**config.mk**
```make
export PLATFORM = sky130hd
export DESIGN_NAME = evt_irq_latch
export DESIGN_NICKNAME = d
export VERILOG_FILES = /design/src/rtl/irqlat_pkg.sv /design/src/rtl/irqlat_ctrl.sv /design/src/rtl/irqlat_dp.sv /design/src/rtl/evt_irq_latch.sv
export SDC_FILE = /design/constraint.sdc
export NUM_CORES = 1
export LEC_CHECK = 0
export ABC_CLOCK_PERIOD_IN_PS = 4300
export BUFFER_PORTS_ARGS = -buffer_cell sky130_fd_sc_hd__buf_2
export CAP_MARGIN = 20
export CORE_MARGIN = 2
export CORE_UTILIZATION = 45
export CTS_CLUSTER_DIAMETER = 50
export DETAILED_ROUTE_END_ITERATION = 10
export GPL_TIMING_DRIVEN = 0
export PLACE_DENSITY = 0.75
export SLEW_MARGIN = 20
export SYNTH_ARGS = -nofsm -noshare
export SYNTH_HDL_FRONTEND = slang
export SYNTH_SLANG_ARGS = --single-unit
```
**constraint.sdc**
```tcl
create_clock -name clk -period 4.3 [get_ports clk]
set_clock_uncertainty 0.2 [all_clocks]
set_input_delay 1.29 -clock clk [delete_from_list [all_inputs] [get_ports clk]]
set_output_delay 1.29 -clock clk [all_outputs]
set_load 0.005 [all_outputs]
```
**src/rtl/irqlat_pkg.sv**
```systemverilog
package irqlat_pkg;
  localparam int REG_W  = 12;
  localparam int ADDR_W = 3;
  // Bits that carry an event; 0 and 3 are holes in the layout.
  localparam logic [REG_W-1:0] EVT_BITS = 12'hFF6;

  typedef enum logic [ADDR_W-1:0] {
    A_MASK      = 3'd0,
    A_MASK_CLR  = 3'd1,
    A_MASK_SET  = 3'd2,
    A_LATCH     = 3'd3,
    A_LATCH_CLR = 3'd4
  } regAddr_e;

  typedef enum logic [1:0] {
    RD_NONE  = 2'd0,
    RD_MASK  = 2'd1,
    RD_LATCH = 2'd2
  } rdSel_e;

  typedef struct packed {
    logic   maskWr;
    logic   maskClr;
    logic   maskSet;
    logic   latchClr;
    rdSel_e rdSel;
  } ctrlStb_t;
endpackage

```
**src/rtl/irqlat_ctrl.sv**
```systemverilog
module irqlat_ctrl
  import irqlat_pkg::*;
(
  input  logic [ADDR_W-1:0] regAddr,
  input  logic              regWrEn,
  output ctrlStb_t          stb
);
  always_comb begin
    stb = '{maskWr: 1'b0, maskClr: 1'b0, maskSet: 1'b0, latchClr: 1'b0, rdSel: RD_NONE};
    case (regAddr)
      A_MASK: begin
        stb.maskWr = regWrEn;
        stb.rdSel  = RD_MASK;
      end
      A_MASK_CLR: begin
        stb.maskClr = regWrEn;
        stb.rdSel   = RD_MASK;
      end
      A_MASK_SET: begin
        stb.maskSet = regWrEn;
        stb.rdSel   = RD_MASK;
      end
      A_LATCH: stb.rdSel = RD_LATCH;
      A_LATCH_CLR: begin
        stb.latchClr = regWrEn;
        stb.rdSel    = RD_LATCH;
      end
      default: stb.rdSel = RD_NONE;
    endcase
  end
endmodule

```
**src/rtl/irqlat_dp.sv**
```systemverilog
module irqlat_dp
  import irqlat_pkg::*;
(
  input  logic             clk,
  input  logic             rstN,
  input  ctrlStb_t         stb,
  input  logic [REG_W-1:0] wrData,
  input  logic [REG_W-1:0] eventIn,
  output logic [REG_W-1:0] rdData,
  output logic             irqOut
);
  logic [REG_W-1:0] maskQ;
  logic [REG_W-1:0] latchQ;

  for (genvar i = 0; i < REG_W; i++) begin : g_bit
    if (EVT_BITS[i]) begin : g_live
      logic maskNext;
      always_comb begin
        if (stb.maskWr)       maskNext = wrData[i];
        else if (stb.maskClr) maskNext = maskQ[i] & ~wrData[i];
        else if (stb.maskSet) maskNext = maskQ[i] | wrData[i];
        else                  maskNext = maskQ[i];
      end
      always_ff @(posedge clk) begin
        if (!rstN) begin
          maskQ[i]  <= 1'b0;
          latchQ[i] <= 1'b0;
        end else begin
          maskQ[i]  <= maskNext;
          // a fresh event outranks a clear in the same cycle
          latchQ[i] <= (latchQ[i] & ~(stb.latchClr & wrData[i])) | eventIn[i];
        end
      end
    end else begin : g_hole
      assign maskQ[i]  = 1'b0;
      assign latchQ[i] = 1'b0;
    end
  end

  always_comb begin
    case (stb.rdSel)
      RD_MASK:  rdData = maskQ;
      RD_LATCH: rdData = latchQ;
      default:  rdData = '0;
    endcase
  end

  assign irqOut = |(maskQ & latchQ);
endmodule

```
**src/rtl/evt_irq_latch.sv**
```systemverilog
module evt_irq_latch
  import irqlat_pkg::*;
(
  input  logic              clk,
  input  logic              rstN,
  input  logic [ADDR_W-1:0] regAddr,
  input  logic              regWrEn,
  input  logic [REG_W-1:0]  regWrData,
  output logic [REG_W-1:0]  regRdData,
  input  logic [REG_W-1:0]  eventIn,
  output logic              irqOut
);
  ctrlStb_t stb;

  irqlat_ctrl u_ctrl (
    .regAddr (regAddr),
    .regWrEn (regWrEn),
    .stb     (stb)
  );

  irqlat_dp u_dp (
    .clk     (clk),
    .rstN    (rstN),
    .stb     (stb),
    .wrData  (regWrData),
    .eventIn (eventIn),
    .rdData  (regRdData),
    .irqOut  (irqOut)
  );
endmodule

```
==> flow_results.org, run 1 <==
** Status
- Result of the run :: finished, final reports clean

** Floorplanning
- Initial core utilization :: 48.2%
- Number of placed I/O pins :: 43
- Placement row count :: 17
- The die covers 0.00280 mm^2.
- Area of the core region :: 0.00223 mm^2
- Die Y :: 52.9 um
- From left edge to right edge, the die measures 52.9 um.

** Power
- Reported net switching power :: 0.104 mW
- The share of total power dissipated in the clock network is 35.7%.
- Int Power :: 0.323 mW
- In this run, the combinational gates consume 16.7% of the power.
- Total power for the finished layout comes to 0.427 mW.
- Pwr Density :: 318 mW/mm^2
- IR analysis of the VDD net gives a maximum drop of 0.000236 V.
- Net switching is 24.3% of the power.
- Of the total power, registers draw 47.6%.
- The analysis attributes to cell leakage a power of 0.599 nW.

** STA
- The number of pins with negative max-slew slack in the final report is 0.
- Counting I/O delays and the setup requirement, the final critical path takes 4.06 ns.
- Setup repair after global routing left no endpoint under its margin.
- The number of endpoints with negative hold slack in the final report was 0.
- Maximum clock frequency :: 246 MHz
- Adding up every negative setup slack in the final design gives 0 ns.
- Final cycle utilization of the critical path :: 94.4%
- Setup violations remaining at the end of the flow were counted as 0.

** Synth
- Cell Area, Synth :: 0.00108 mm^2
- Adder and majority cell fraction of the synthesized area :: 2.33%
- Post-synthesis xor/xnor area fraction :: 0%
- In the synthesized netlist the async set-or-reset flop fraction comes to 0%.
- Gate count of the mapped netlist :: 121
- Post-Syn Area per Cell :: 8.89 um^2
- Top cells by area, synth :: sky130_fd_sc_hd__dfxtp_1 (37%), sky130_fd_sc_hd__a32o_1 (9.3%), sky130_fd_sc_hd__a22oi_1 (9.1%)
- Post-synth cell types :: 26
- Proportion of synthesized chip area in sequential cells :: 37.2%
- The most used flip-flop cell after synthesis is sky130_fd_sc_hd__dfxtp_1.
- Of the total synthesized cell area, the portion taken by AND, OR, NAND and NOR gates is 8.72%.
- Counting instances in the post-synthesis netlist gives the leading cell types as sky130_fd_sc_hd__dfxtp_1 (20), sky130_fd_sc_hd__a22oi_1 (13), sky130_fd_sc_hd__inv_1 (11), sky130_fd_sc_hd__o21ai_0 (11).
- Area share of the largest cell type after synthesis :: 37.2%
- The synthesized netlist devotes 38.6% of its cell area to compound gates.
- Yosys warnings :: 0
- In this run, synthesis produced a sequential element count of 20.
- Multiplexer area fraction after synthesis :: 0%
- Cell type with the largest total area after synthesis :: sky130_fd_sc_hd__dfxtp_1
- sky130_fd_sc_hd__dfxtp_1 is the most common cell in the netlist.
- Main combinational cell family by area after synthesis :: compound AO/OA/AOI/OAI gates
- EDFF count, synth :: 0

** Placed design
- Weighted congestion at the end of routability-driven global placement :: 0.767
- Buffers placed on the I/O ports in this run total 36.
- Post-detailed-placement half-perimeter wirelength :: 1.97 mm

** Clock network
- Total clock sinks :: 20
- In this run the deepest clock path goes through 2 buffers.
- Number of buffers created by CTS :: 3
- Clock transition at the register clock pins on the worst setup and hold paths after CTS :: 0.11 ns
- In this run the number of H-tree levels came out at 1.
- TritonCTS built the clock tree.
- Cell at the root of the clock tree :: sky130_fd_sc_hd__clkbuf_4
- Clock latency on the worst-skew pair :: 0.30 ns
- In this run the post-CTS setup repair buffer count came out at 0.
- Buffers inserted to repair hold after CTS numbered 0.

** Detailed routing
- Wire length reported by the detailed router :: 2.68 mm
- Number of detailed-routing iterations run before antenna repair :: 4
- Dividing the detail-routed wire length by the instance count gives 14.4 um.
- Via/cell ratio :: 5.79
- For this run, design rule violations remaining after detail routing come to 0.
- Residual antenna-violating net count after detailed routing :: 0
- DRC violation total after the first TritonRoute iteration :: 49
- The final route contains 1,082 vias.

** Setup path
- Cell seen most often among critical-path stages :: sky130_fd_sc_hd__buf_2
- Data arrival time of the worst path :: 2.57 ns
- Among cell families on the critical path, the largest total delay comes from buffers and inverters.
- In this run the worst path has a maximum fanout of 10.
- Startpoint-to-endpoint class of the critical path :: in2out
- The worst setup path is launched from an input pin.
- R2R Path Start :: u_dp.latchQ[10]
- The signal on the critical path passes through buf_2 -> nor2_2 -> buf_6 -> nand2_1 -> o21a_1 -> ha_2 -> a22oi_1 -> nor2_1 -> buf_2.
- Cell at the slowest stage of the critical path :: sky130_fd_sc_hd__ha_2
- STA puts the critical path data required time at 2.81 ns.
- The critical path contains buffers and inverters numbering 3 combined.
- Endpoint type of the worst setup path :: output pin
- Crit path launch :: regAddr[1]
- Largest stage delay on the critical path :: 0.25 ns

** Layout
- Proportion of layout cells with a drive suffix above 1 :: 34.6%
- 0 antenna diodes ended up in the layout.
- The filler cells instantiated in the layout total 213.
- Once layout is complete, the utilization of the core stands at 60.1%.
- Relative to the synthesized area, the layout overhead comes to 24.7%.
- The final layout contains 192 nets.

** GRT
- In the global route stage, overall resource usage came out at 22.6%.
- Number of global-route vias before repair :: 1,053
- Maximum number of pins on one net before global-route repair :: 13
- Congestion Overflow GR :: 0
- Wire length of the first global-routing pass :: 4.60 mm
- The initial antenna violation count was 0.

** Run
- Max cap viols :: 0

** Hold path
- Hold WC Path Type :: reg2reg
==> worst register-to-register path, stage by stage, from the launching register on <==
cell,delay [ns]
sky130_fd_sc_hd__dfxtp_1,0.38
sky130_fd_sc_hd__o21ai_0,0.10
sky130_fd_sc_hd__a31oi_1,0.16
==> logic make-up (layout without fill, tap and decap cells) <==
family,Yosys count,in the layout
other cells,1,2
simple gates,18,18
buf+inv,23,60
fa+ha+maj,2,2
flops,20,20
compound gates,57,57
==> path summary, 6_finish.rpt <==
kind                                        end  slack, ns  depth (start not counted)
worst max-delay path              regRdData[10]       0.24                          9
worst max register to register  u_dp.latchQ[10]       3.40                          2
worst min-delay path                       flop       0.34                          1
worst min register to register             flop       0.34                          1
==> area by class of cell <==
| class | instances | area, um^2 | share of cell area (%) |
|---|---|---|---|
| Tap cell | 28 | 35.0 | 2.61 |
| Sequential cell | 20 | 400 | 29.9 |
| Timing Repair Buffer | 36 | 180 | 13.4 |
| Clock buffer | 3 | 22.5 | 1.68 |
| Inverter | 11 | 41.3 | 3.08 |
| Clock inverter | 1 | 30.0 | 2.24 |
| Multi-Input combinational cell | 79 | 547 | 40.8 |
| Buffer | 9 | 85.1 | 6.34 |
==> metal layers <==
metal | part of all wire [%] | GRT usage, % | up-vias
li1 | - | - | 539
met1 | 42 | 27.3 | 494
met2 | 48 | 39.6 | 43
met3 | 7.7 | 2.82 | 6
met4 | 1.6 | 10.3 | 0
met5 | 0 | 0 | -
==> cell usage in the layout, fill, tap and decap left out, types with 4 or more instances in the layout <==
| cell | synthesis | routed |
|---|---|---|
| sky130_fd_sc_hd__o21ai_0 | 11 | 11 |
| sky130_fd_sc_hd__a22oi_1 | 13 | 13 |
| sky130_fd_sc_hd__o211ai_1 | 10 | 10 |
| sky130_fd_sc_hd__nor2_1 | 10 | 10 |
| sky130_fd_sc_hd__inv_1 | 11 | 11 |
| sky130_fd_sc_hd__a32o_1 | 10 | 10 |
| sky130_fd_sc_hd__a31oi_1 | 10 | 10 |
| sky130_fd_sc_hd__buf_2 | 0 | 36 |
| sky130_fd_sc_hd__dfxtp_1 | 20 | 20 |
| sky130_fd_sc_hd__buf_6 | 4 | 4 |
==> metrics by stage <==
stage / std cells / hold WS [ns] / setup slack [ns] / instance area, um^2
3_5_place_dp: 186 / 0.311 / 0.00489 / 1290
4_1_cts: 189 / 0.338 / 0.0115 / 1340
5_1_grt: 187 / 0.371 / 0.104 / 1340
2_1_floorplan: 122 / 0.292 / 0.499 / 1080
6_report: 187 / 0.338 / 0.239 / 1340
3_3_place_gp: 186 / 0.303 / 0.0585 / 1290
==> power by group through the flow <==
stage	Clock, mW	Combinational (mW)	Sequential, mW
after floorplan	0	0.0412	0.205
after global placement	0	0.0678	0.207
after detailed placement	0	0.0705	0.207
after CTS	0.154	0.0708	0.203
after global routing	0.167	0.0805	0.204
final	0.152	0.0713	0.203
==> what timing repair did <==
action                     4_1_cts  5_1_grt
resized for setup                0        2
gates cloned                     0        0
setup endpoints to repair        1       10
Power figures use the tool's default switching activity.
==> run 2, diff against run 1 <==
--- a/config.mk
+++ b/config.mk
@@ -5,7 +5,8 @@
 export SDC_FILE = /design/constraint.sdc
 export NUM_CORES = 1
 export LEC_CHECK = 0
-export ABC_CLOCK_PERIOD_IN_PS = 4300
+export ABC_AREA = 1
+export ABC_CLOCK_PERIOD_IN_PS = 4600
 export BUFFER_PORTS_ARGS = -buffer_cell sky130_fd_sc_hd__buf_2
 export CAP_MARGIN = 20
 export CORE_MARGIN = 2
@@ -13,7 +14,8 @@
 export CTS_CLUSTER_DIAMETER = 50
 export DETAILED_ROUTE_END_ITERATION = 10
 export GPL_TIMING_DRIVEN = 0
-export PLACE_DENSITY = 0.75
+export PLACE_DENSITY = 0.74
+export SETUP_SLACK_MARGIN = 0.5
 export SLEW_MARGIN = 20
 export SYNTH_ARGS = -nofsm -noshare
 export SYNTH_HDL_FRONTEND = slang
==> constraint.sdc (replaced) <==
create_clock -name clk -period 4.6 [get_ports clk]
set_clock_uncertainty 0.2 [all_clocks]
set_input_delay 1.38 -clock clk [delete_from_list [all_inputs] [get_ports clk]]
set_output_delay 1.38 -clock clk [all_outputs]
set_load 0.005 [all_outputs]
==> flow_results.org, run 2 <==
** STA
- The number of pins with negative max-slew slack in the final report was 0.
- Hold Vio Cnt, Final :: 0
- Number of failing setup endpoints in the final timing report :: 0
- Of the available clock period, the critical path in the final layout requires 88.8%.
- Hold timing on the final database bottoms out at a slack of 0.289 ns.
- Measured slew at the worst slew-check pin :: 0.590 ns
- Setup repair after global routing could not meet its margin everywhere.
- Maximum clock frequency :: 245 MHz
- In the final timing run, aggregate negative setup slack is 0 ns.
- Relative slew margins :: 60.7%
- Final min period :: 4.09 ns

** Synth
- Yosys warnings :: 0
- Proportion of synthesized chip area in sequential cells :: 33.7%
- In the synthesized netlist the dominant register cell turns out to be sky130_fd_sc_hd__dfxtp_1.
- sky130_fd_sc_hd__nand2_1 is the most common cell in the netlist.
- The netlist uses 18 different library cells.
- Share of flip-flops with an asynchronous set or reset after synthesis :: 0%
- Cell Area, Synth :: 0.00119 mm^2
- EDFF count, synth :: 0
- Top cell types by occurrence after synthesis :: sky130_fd_sc_hd__nand2_1 (94), sky130_fd_sc_hd__inv_1 (25), sky130_fd_sc_hd__a21oi_1 (21)
- Number of flip-flops and latches in the synthesized netlist :: 20
- Synthesis produced 192 cells.
- Area share of the largest cell type after synthesis :: 33.7%
- Post-Syn Area per Cell :: 6.18 um^2
- By area the synthesized netlist is led by sky130_fd_sc_hd__dfxtp_1 (34%), sky130_fd_sc_hd__nand2_1 (30%), sky130_fd_sc_hd__a21oi_1 (8.9%).
- The synthesized design spends more area on one cell type than any other, namely sky130_fd_sc_hd__dfxtp_1.

** Clock network
- Buffers inserted to repair hold after CTS numbered 0.
- Counting along the longest clock path gives a buffer depth of 2.
- Clock latency on the worst-skew pair :: 0.31 ns
- Total clock sinks :: 20
- Counting the buffers created by CTS gives 3.
- The cell sitting at the root of the clock tree is a sky130_fd_sc_hd__clkbuf_4.
- CTS built an H-tree with a depth of 1.
- After clock tree synthesis, the clock-pin slew on the worst setup and hold paths is 0.12 ns.
- TritonCTS built the clock tree.

** Detailed routing
- Summed over all layers, the routed wires come to 3.27 mm.
- For this run, design rule violations remaining after detail routing come to 0.
- After detailed routing, the number of vias per cell comes to 4.91.
- In the final routed layout, each cell accounts on average for 12.0 um.
- Number of detailed-routing iterations run before antenna repair :: 4
- The detail route stage leaves a number of antenna-violating nets equal to 0.
- DRC violation total after the first TritonRoute iteration :: 39
- Total via count after detailed routing :: 1,336

** Floorplanning
- Die Y :: 55.4 um
- The die is 55.4 um wide.
- In this run the standard cell core region covers 0.00250 mm^2.
- For this configuration, the core starts out at a cell density of 47.5%.
- The die covers 0.00307 mm^2.
- Placement row count :: 18
- Number of placed I/O pins :: 43

** Power
- Proportion of power drawn by the clock network :: 32.9%
- The worst-case IR drop observed on VDD is 0.000225 V.
- Internal power comes to 0.325 mW.
- Share of power burned in registers :: 42.2%
- Combinational share of power :: 24.9%
- Reported net switching power :: 0.127 mW
- Of the total power, the share spent switching nets is 28.1%.
- Pwr Density :: 259 mW/mm^2
- Summed over all cells, the static leakage comes to 0.847 nW.

** Setup path
- Maximum fanout encountered on the critical timing path :: 5
- For the worst setup path, the data arrival time is 2.51 ns.
- The worst setup path is captured at an output pin.
- Startpoint-to-endpoint class of the critical path :: in2out
- Sort of element at the start of the critical path :: input pin
- At the worst endpoint, the required time is 3.02 ns.

** GRT
- Maximum number of pins on one net before global-route repair :: 13
- The first global-routing pass estimated 5.54 mm of wire.
- The initial antenna violation count is 0.
- The number of global-route vias before repair was 1,231.
- Global routing used 22.5% of the available tracks across all layers.
- Congestion Overflow GR :: 0

** Placed design
- Post-detailed-placement half-perimeter wirelength :: 1.97 mm
- Weighted congestion at the end of routability-driven global placement :: 0.763
- Buffers placed on the I/O ports in this run total 36.

** Hold path
- Hold WC Path Type :: reg2reg

** Layout
- Number of fill cells :: 215
- Most common cell after layout, fill and taps aside :: sky130_fd_sc_hd__nand2_1
- In the layout the commonest cells are sky130_fd_sc_hd__nand2_1 (86), sky130_fd_sc_hd__buf_2 (34), sky130_fd_sc_hd__inv_1 (21).
- Proportion of layout cells with a drive suffix above 1 :: 39.7%
- Utilization after layout :: 69.7%
- The multi-input combinational cells in the finished layout cover a total of 758 um^2.
- From synthesis to final layout, the design area changed by 46.8%.
- Sequential cell area :: 400 um^2
- Final #Nets :: 275
- The repair_antennas step left the layout with diodes totalling 0.

** Status
- The flow ran to the end, and the final reports show no timing, DRC or antenna violations.

** Run
- Across the run, the number of max-cap violations was 0.
## run 2: cell count changes in the layout (fill, tap and decap cells not counted), moves of 4 or more
cell and delta:
sky130_fd_sc_hd__a21oi_1 +11, sky130_fd_sc_hd__a21oi_2 +18, sky130_fd_sc_hd__a22oi_1 -13, sky130_fd_sc_hd__a31oi_1 -10, sky130_fd_sc_hd__a32o_1 -10, sky130_fd_sc_hd__buf_4 +4, sky130_fd_sc_hd__buf_8 +4, sky130_fd_sc_hd__inv_1 +10
sky130_fd_sc_hd__nand2_1 +85, sky130_fd_sc_hd__nand2_4 +6, sky130_fd_sc_hd__nor2_1 -9, sky130_fd_sc_hd__o211ai_1 -10, sky130_fd_sc_hd__o21ai_0 -11
## run 2: cell families after synthesis
family,count (synthesis),share of synthesized area (%)
AO/OA/AOI/OAI,30,15.5
adder cells (fa/ha/maj),2,2.11
buffers and inverters,35,13.1
flip-flops,20,33.7
other,1,0.316
AND/OR/NAND/NOR,104,35.3
## run 2: area by class of cell
cell class / count / share of cell area, %
plain buffers: 8 / 5.53
clock buffers: 3 / 1.29
clock inverters: 1 / 1.72
inverters: 27 / 6.25
multi-input cells: 138 / 43.5
flip-flops and latches: 20 / 23.0
well taps: 30 / 2.15
repair buffers: 45 / 16.6
## run 2: stage by stage
stage                     setup slack, ns  cells  cell area, um^2  total power, mW
after floorplan                     0.608    193             1190            0.236
after global placement              0.156    259             1410            0.265
after detailed placement            0.145    259             1410            0.266
after CTS                           0.499    270             1660            0.441
after global routing                0.464    272             1740            0.474
final                               0.514    272             1740            0.452
## run 2: critical path, stage by stage
cell                        delay (ns)
sky130_fd_sc_hd__buf_8            0.11
sky130_fd_sc_hd__inv_4            0.05
sky130_fd_sc_hd__nand2_4          0.06
sky130_fd_sc_hd__buf_12           0.12
sky130_fd_sc_hd__nand2_4          0.05
sky130_fd_sc_hd__nand2_4          0.07
sky130_fd_sc_hd__inv_4            0.06
sky130_fd_sc_hd__ha_4             0.15
sky130_fd_sc_hd__clkbuf_16        0.16
sky130_fd_sc_hd__nand2_2          0.05
sky130_fd_sc_hd__a21oi_2          0.13
sky130_fd_sc_hd__buf_2            0.12
## run 2: power by group through the flow
stage | clock, mW | combinational, mW | sequential, mW
floorplan | 0 | 0.0448 | 0.191
global placement | 0 | 0.0714 | 0.193
detailed placement | 0 | 0.0726 | 0.193
CTS | 0.150 | 0.101 | 0.189
global route | 0.158 | 0.124 | 0.192
finish | 0.149 | 0.112 | 0.191
## run 2: layer usage
metal  routed length [um]  global-route usage [%]
met5                    0                       0
met4                   85                    8.01
met3                  173                    3.04
met2                 1610                    37.1
met1                 1400                    29.9
## run 2: repair_timing
| item | in CTS | in global routing |
|---|---|---|
| setup buffers | 4 | 2 |
| gates cloned | 3 | 0 |
| pin swaps | 7 | 10 |
| gates resized for setup | 37 | 20 |
| endpoints found under the setup margin | 10 | 10 |
## run 2: final timing paths
check,start,endpoint,slack (ns),depth (start not counted)
setup / recovery,regAddr[0],regRdData[5],0.51,12
hold reg to reg,u_dp.latchQ[4],u_dp.latchQ[4],0.29,2
setup reg to reg,u_dp.latchQ[10],u_dp.latchQ[10],3.70,2
hold / removal,u_dp.latchQ[4],u_dp.latchQ[4],0.29,2
